--- config.mk ---
export PLATFORM = sky130hd
export DESIGN_NAME = rep_seq_top
export DESIGN_NICKNAME = d
export VERILOG_FILES = /design/src/rtl/rep_seq_pkg.sv /design/src/rtl/rep_seq_ctrl.sv /design/src/rtl/rep_seq_cnt.sv /design/src/rtl/rep_seq_top.sv
export SDC_FILE = /design/constraint.sdc
export NUM_CORES = 1
export LEC_CHECK = 0
export ABC_CLOCK_PERIOD_IN_PS = 2700
export BUFFER_PORTS_ARGS = -buffer_cell sky130_fd_sc_hd__buf_4
export CORE_MARGIN = 5
export CORE_UTILIZATION = 25
export DETAILED_ROUTE_END_ITERATION = 8
export SLEW_MARGIN = 20
export SYNTH_ARGS = -nofsm -noshare
export SYNTH_HDL_FRONTEND = slang
export SYNTH_SLANG_ARGS = --single-unit
--- constraint.sdc ---
create_clock -name clk_i -period 2.7 [get_ports clk_i]
set_input_delay 0.54 -clock clk_i [delete_from_list [all_inputs] [get_ports clk_i]]
set_output_delay 0.54 -clock clk_i [all_outputs]
set_load 0.01 [all_outputs]
--- src/rtl/rep_seq_pkg.sv ---
package rep_seq_pkg;
  localparam int unsigned CNT_W = 13;
  localparam int unsigned IMM_W = 5;

  typedef enum logic [1:0] {
    ST_IDLE = 2'd0,
    ST_RUN  = 2'd1,
    ST_SUSP = 2'd2
  } rep_state_e;
endpackage

--- src/rtl/rep_seq_ctrl.sv ---
module rep_seq_ctrl
  import rep_seq_pkg::*;
(
  input  logic       clk_i,
  input  logic       rst_ni,
  input  logic       start_i,
  input  logic       start_imm_i,
  input  logic       imm_zero_i,
  input  logic       iter_done_i,
  input  logic       irq_i,
  input  logic       resume_i,
  input  logic       cnt_zero_i,
  output rep_state_e state_o,
  output logic       load_imm_o,
  output logic       dec_o,
  output logic       wr_ok_o
);
  rep_state_e state_q, state_d;
  logic       start_ok;

  // immediate zero means no executions at all
  assign start_ok   = start_i && !(start_imm_i && imm_zero_i);
  assign load_imm_o = (state_q == ST_IDLE) && start_ok && start_imm_i;
  assign dec_o      = (state_q == ST_RUN) && iter_done_i && !cnt_zero_i;
  assign wr_ok_o    = (state_q != ST_RUN) && !load_imm_o;
  assign state_o    = state_q;

  always_comb begin
    state_d = state_q;
    unique case (state_q)
      ST_IDLE: if (start_ok) state_d = ST_RUN;
      ST_RUN: begin
        if (iter_done_i && cnt_zero_i) state_d = ST_IDLE;
        else if (irq_i)                state_d = ST_SUSP;
      end
      ST_SUSP: if (resume_i) state_d = ST_RUN;
      default: state_d = ST_IDLE;
    endcase
  end

  always_ff @(posedge clk_i or negedge rst_ni) begin
    if (!rst_ni) state_q <= ST_IDLE;
    else         state_q <= state_d;
  end

  p_last_clears_r5: assert property (@(posedge clk_i) disable iff (!rst_ni)
    (state_q == ST_RUN && iter_done_i && cnt_zero_i) |=> state_q == ST_IDLE);

  p_imm_zero_noop_r6: assert property (@(posedge clk_i) disable iff (!rst_ni)
    (state_q == ST_IDLE && start_i && start_imm_i && imm_zero_i) |=> state_q == ST_IDLE);

  p_irq_parks_r8: assert property (@(posedge clk_i) disable iff (!rst_ni)
    (state_q == ST_RUN && irq_i && !(iter_done_i && cnt_zero_i)) |=> state_q == ST_SUSP);

  p_resume_idle_ign_r9: assert property (@(posedge clk_i) disable iff (!rst_ni)
    (state_q == ST_IDLE && resume_i && !start_i) |=> state_q == ST_IDLE);

  p_start_busy_ign_r10: assert property (@(posedge clk_i) disable iff (!rst_ni)
    (state_q == ST_SUSP && start_i && !resume_i) |=> state_q == ST_SUSP);
endmodule

--- src/rtl/rep_seq_cnt.sv ---
module rep_seq_cnt #(
  parameter int unsigned CNT_W = 13,
  parameter int unsigned IMM_W = 5
) (
  input  logic             clk_i,
  input  logic             rst_ni,
  input  logic             load_imm_i,
  input  logic [IMM_W-1:0] imm_val_i,
  input  logic             dec_i,
  input  logic             wr_en_i,
  input  logic [CNT_W-1:0] wdata_i,
  output logic [CNT_W-1:0] cnt_o,
  output logic             zero_o
);
  localparam int unsigned PAD_W = CNT_W - IMM_W;

  logic [CNT_W-1:0] cnt_q, cnt_d, imm_ext;

  assign imm_ext = {{PAD_W{1'b0}}, imm_val_i};

  always_comb begin
    cnt_d = cnt_q;
    if (load_imm_i)   cnt_d = imm_ext - CNT_W'(1);
    else if (dec_i)   cnt_d = cnt_q - CNT_W'(1);
    else if (wr_en_i) cnt_d = wdata_i;
  end

  always_ff @(posedge clk_i or negedge rst_ni) begin
    if (!rst_ni) cnt_q <= '0;
    else         cnt_q <= cnt_d;
  end

  assign cnt_o  = cnt_q;
  assign zero_o = (cnt_q == '0);

  p_imm_load_r2: assert property (@(posedge clk_i) disable iff (!rst_ni)
    load_imm_i |=> cnt_q == {{PAD_W{1'b0}}, $past(imm_val_i)} - CNT_W'(1));

  p_dec_one_r4: assert property (@(posedge clk_i) disable iff (!rst_ni)
    dec_i |=> cnt_q == $past(cnt_q) - CNT_W'(1));

  p_hold_r7: assert property (@(posedge clk_i) disable iff (!rst_ni)
    (!load_imm_i && !dec_i && !wr_en_i) |=> $stable(cnt_q));
endmodule

--- src/rtl/rep_seq_top.sv ---
module rep_seq_top
  import rep_seq_pkg::*;
#(
  parameter int unsigned CW = rep_seq_pkg::CNT_W,
  parameter int unsigned IW = rep_seq_pkg::IMM_W
) (
  input  logic          clk_i,
  input  logic          rst_ni,
  input  logic          cnt_wr_i,
  input  logic [CW-1:0] cnt_wdata_i,
  input  logic          start_i,
  input  logic          start_imm_i,
  input  logic [IW-1:0] imm_val_i,
  input  logic          iter_done_i,
  input  logic          irq_i,
  input  logic          resume_i,
  output logic          active_o,
  output logic          suspended_o,
  output logic          busy_o,
  output logic [CW-1:0] count_o
);
  rep_state_e state;
  logic       load_imm, dec, wr_ok, cnt_zero;

  rep_seq_ctrl u_ctrl (
    .clk_i       (clk_i),
    .rst_ni      (rst_ni),
    .start_i     (start_i),
    .start_imm_i (start_imm_i),
    .imm_zero_i  (imm_val_i == '0),
    .iter_done_i (iter_done_i),
    .irq_i       (irq_i),
    .resume_i    (resume_i),
    .cnt_zero_i  (cnt_zero),
    .state_o     (state),
    .load_imm_o  (load_imm),
    .dec_o       (dec),
    .wr_ok_o     (wr_ok)
  );

  rep_seq_cnt #(.CNT_W(CW), .IMM_W(IW)) u_cnt (
    .clk_i      (clk_i),
    .rst_ni     (rst_ni),
    .load_imm_i (load_imm),
    .imm_val_i  (imm_val_i),
    .dec_i      (dec),
    .wr_en_i    (cnt_wr_i && wr_ok),
    .wdata_i    (cnt_wdata_i),
    .cnt_o      (count_o),
    .zero_o     (cnt_zero)
  );

  assign active_o    = (state != ST_IDLE);
  assign suspended_o = (state == ST_SUSP);
  assign busy_o      = (state == ST_RUN);

  p_run_wr_ign_r7: assert property (@(posedge clk_i) disable iff (!rst_ni)
    (busy_o && cnt_wr_i && !iter_done_i) |=> $stable(count_o));

  p_susp_done_ign_r8: assert property (@(posedge clk_i) disable iff (!rst_ni)
    (suspended_o && iter_done_i && !cnt_wr_i) |=> $stable(count_o));

  p_susp_keeps_flag_r8: assert property (@(posedge clk_i) disable iff (!rst_ni)
    suspended_o |-> active_o && !busy_o);
endmodule

# Word level (Yosys, flattened, before mapping)
# Index checks and enable logic that the tools add are counted.
# W data, S select, Z words.
word_totals:
  output_inout_bits: 16
  ff_bits: 15
classes:
  eq_ne: 6
  n_addsub: 2
  n_reduce_logical: 18
  mux: 8
op_table:
  columns: ["op", "n"]
  rows:
  - ["$mux W13", 3]
  - ["$logic_not A13 Y1", 1]
  - ["$sub A13 B1 Y13 const B", 1]
  - ["$logic_and A1 B1 Y1", 9]
  - ["$mux W2", 4]
  - ["$pmux W2 S3", 1]
  - ["$sub A5 B1 Y6 const B", 1]
  - ["$logic_not A5 Y1", 1]
  - ["$ne A2 B1 Y1 const B", 2]
  - ["$logic_not A1 Y1", 3]
  - ["$ne A3 B2 Y1 const B", 1]
  - ["$reduce_and A3 Y1", 1]
  - ["$reduce_bool A3 Y1", 1]
  - ["$eq A2 B1 Y1 const B", 1]
  - ["$eq A2 B2 Y1 const B", 1]
  - ["$logic_not A2 Y1", 1]
  - ["$ne A2 B2 Y1 const B", 1]
  - ["$reduce_bool A2 Y1", 1]

# Logic depth before layout (Yosys ltp)
logic_depth:
  depth_word: 12
  ltp_mapped: 8

# Cells and area by module
# Synthesis repeated with hierarchy kept, for this count alone.
hier_totals:
  cells_unflattened: 150
  hier_area_um2: 1232.4
modules_own_cells:
  columns: ["module", "seq_area_each_um2", "area_each_um2", "cells_each", "instances"]
  rows:
  - ["rep_seq_cnt", 325.3, 1052.3, 128, 1]
  - ["rep_seq_ctrl", 50.0, 143.9, 16, 1]
  - ["rep_seq_top", 0.0, 36.3, 6, 1]

# Worst setup path before layout
# No wires, ideal clock.
synth_timing:
  path_kind: "register -> register"
  start: "register u_cnt.cnt_q[0], in the netlist u_cnt.cnt_o[0]"
  end: "register u_cnt.cnt_q[11], in the netlist u_cnt.cnt_o[11]"
  stages_incl_launch_ff: 9
  synth_period_minus_slack_ns: 2.037
  arrival_time_ns: 1.889
  setup_ns: 0.149
  setup_slack_ns: 0.663
  path_cell_list: "dfrtp_1 > inv_1 > ha_1 > nor4b_1 > a31oi_2 > or3_1 > buf_6 > a21oi_1 > a311oi_2"
synth_via:
  elab_chain_cells: 5
  word_cells_on_any_way: 7
  classes_between: "add/sub: 1; mux: 2; reduce/logical: 4"
synth_rtl:
  columns: ["element", "line_no", "source"]
  rows:
  - ["start: declaration", "rep_seq_cnt.sv:17", "logic [CNT_W-1:0] cnt_q, cnt_d, imm_ext;"]
  - ["start signal: assignment", "rep_seq_cnt.sv:30", "else cnt_q <= cnt_d;"]
  - ["branches (longest 5 deep; another with $sub A13 B1 Y13)", null, null]
# Parallel ways; which one is timed is not known.
# A chain may end at the register's enable or synchronous reset.

# Worst setup path after layout
# Same ends and word-level chain as after synthesis.

==> flow_summary.ini <==
[placement]
pre_cts_slack_ns = 0.397
gp_congestion = 0.777
place_hpwl_um = 2710
io_buffers = 41

[drt]
top_layer = met4
postRouteWirelength_um = 3540
via_count = 1207
met1Wirelength_um = 1660
dr_wl_met2_um = 1680
routed_via_density = 5.16
ant_nets = 0
dr_wl_met3_um = 156
firstDrtPassIters = 4
drt_iter0_markers = 76
routedWlPerCell_um = 15.1
drc = 0

[sta]
grt_setup_unrepaired = false
slew_viol_final = 0
worst_slack_ns = 0.367
slew-limit-headroom_pct = 66.2
setup_viol = 0
worst_pin_slew_ns = 0.504
min_period_ns = 2.33
period_share_pct = 86.4
clock_skew_ns = 0.00124
timing.fmax_ghz = 0.429
finalSetupTns_ns = 0
final_hold_viol_count = 0

[clock_network]
ctsHtreeMaxLevel = 1
ctsLongestPathBuffers = 2
cts_tree = built
clk_latency_ns = 0.25
post_cts_resize_count = 0
cts.sinks = 15
cts_root_buf = clkbuf_8
clk_pin_slew_ns = 0.07
post-cts-setup-buffers = 0
cts_hold_buf = 0
cts_buffers = 3

[worst_setup_path]
r2r_start = u_cnt.cnt_o[0]
path_class = flop to flop
r2r_end = u_cnt.cnt_o[11]
cp.required_ns = 2.81
worstPathArrival_ns = 2.44
cp_max_fo = 9
worst_path_largest_cell_delay_ns = 0.57
reg2reg_setup_slack_ns = 0.37
setup.worst_path.end_class = flop
critPathBufInv = 1
start_kind = flop
cp_top_family = simple AND/OR/NAND/NOR gates
crit_slowest_cell = or3_1
ff2ff_path_depth = 7
path_cells = inv_1 > ha_1 > nor4b_1 > a31oi_2 > or3_1 > a21oi_1 > a311oi_2

[global_routing]
grt-ovfl-total = 0
grt_pass1_wl_um = 5930
track_usage_pct = 12.0
grt_pass1_vias = 1231
grt_max_degree = 16
antenna_found_initial = 0

[synth]
netlist_area_um2 = 1170
synth-main-ff-cell = dfrtp_1
synth_edf_count = 0
syn_inst = 138
yosysUniqueCellTypes = 46
syn_avg_cell_area_um2 = 8.47
ys_warn_count = 0
synth_seq_area_share_pct = 32.1
synthArstFlopShare_pct = 100
syn-num-nets = 168
ys_ff_latch = 15

[power]
p_leak_nw = 0.676
pwr_density_cell_nw_per_um2 = 1020
ir_drop_mv = 0.343

[floorplanning]
die_w_um = 78.4
start_util_pct = 26.3
die_y_um = 78.4
coreArea_um2 = 4440
die_area_um2 = 6140
io_pins = 42
rows = 24

[finish]
final_cell_mix = buf_4, dfrtp_1, o21ai_0
fin_nets = 213
drive_above_1_share_pct = 33.5
final_common_cell = buf_4
syn_to_final_growth_pct = 35.7
num_antenna_cells = 0

[status]
status = finished clean

[hold_path]
hold_path.class = input pin to async pin

[job]
drv_cap = 0
worst max-delay path by stage:
stage	startpoint	endpoint	slack, ns	depth (start not counted)
after floorplan	u_cnt.cnt_o[0]	u_cnt.cnt_o[11]	0.66	8
after global placement	u_cnt.cnt_o[0]	u_cnt.cnt_o[11]	0.42	7
after detailed placement	u_cnt.cnt_o[0]	u_cnt.cnt_o[11]	0.40	7
after CTS	u_cnt.cnt_o[0]	u_cnt.cnt_o[11]	0.38	7
after global routing	u_cnt.cnt_o[0]	u_cnt.cnt_o[11]	0.16	7
final	u_cnt.cnt_o[0]	u_cnt.cnt_o[11]	0.37	7
cell usage after synthesis (all sizes together), types with 2 or more instances:
cell / n / area share, %
clkbuf: 2 / 0.64
ha: 4 / 4.3
nor2b: 3 / 1.6
a31oi: 2 / 1.6
a21o: 2 / 1.3
a22oi: 4 / 2.6
o21ai: 15 / 6.4
buf: 4 / 2.7
or2: 3 / 1.6
nand2: 10 / 3.2
nor3: 5 / 2.1
dfrtp: 15 / 32
inv: 7 / 2.2
xor2: 2 / 1.5
nor4: 4 / 2.7
nand3: 4 / 1.7
nor2: 10 / 3.4
xnor2: 4 / 3.0
a311oi: 5 / 4.3
a21oi: 11 / 5.0
a211oi: 3 / 1.9
or4: 2 / 1.9
a211o: 2 / 1.5
power breakdown:
group | internal [mW] | leakage, nW | switching [mW]
clock | 0.105 | 0.0228 | 0.0888
combinational | 0.439 | 0.478 | 0.440
sequential | 0.339 | 0.176 | 0.209
sequential cells by signal (all words and copies together) (netlist names):
register and count:
u_ctrl.state_o 2, u_cnt.cnt_o 13
metal layers:
metal  GRT usage (%)  vias to the layer above
li1                -                      609
met1            15.7                      555
met2            20.2                       39
met3            1.72                        4
met4            4.20                        0
met5               0                        -
stage by stage:
| step | instances | util [%] | instance area (µm²) | hold slack [ns] | power [mW] |
|---|---|---|---|---|---|
| 6_report | 234 | 35.7 | 1590 | 0.137 | 1.62 |
| 5_1_grt | 234 | 35.7 | 1590 | 0.156 | 1.76 |
| 3_3_place_gp | 230 | 34.7 | 1540 | 0.417 | 1.43 |
| 3_5_place_dp | 230 | 34.7 | 1540 | 0.417 | 1.43 |
| 4_1_cts | 234 | 35.7 | 1590 | 0.145 | 1.63 |
| 2_1_floorplan | 138 | - | 1170 | 0.244 | 1.07 |
layout make-up:
cell class	instances	area, µm²
Clock buffer	4	45.0
Fill cell	482	2860
Inverter	7	26.3
Multi-Input combinational cell	110	728
Sequential cell	15	375
Tap cell	52	65.1
Timing Repair Buffer	46	345
cells by family after synthesis:
kind of cell | count (synthesis) | share of synthesized area (%)
compound gates | 51 | 30.2
simple gates | 48 | 22.4
flops | 15 | 32.1
buf+inv | 13 | 5.57
xor+xnor | 6 | 4.50
fa+ha+maj | 4 | 4.28
mux | 1 | 0.964
Power figures use the tool's default switching activity.
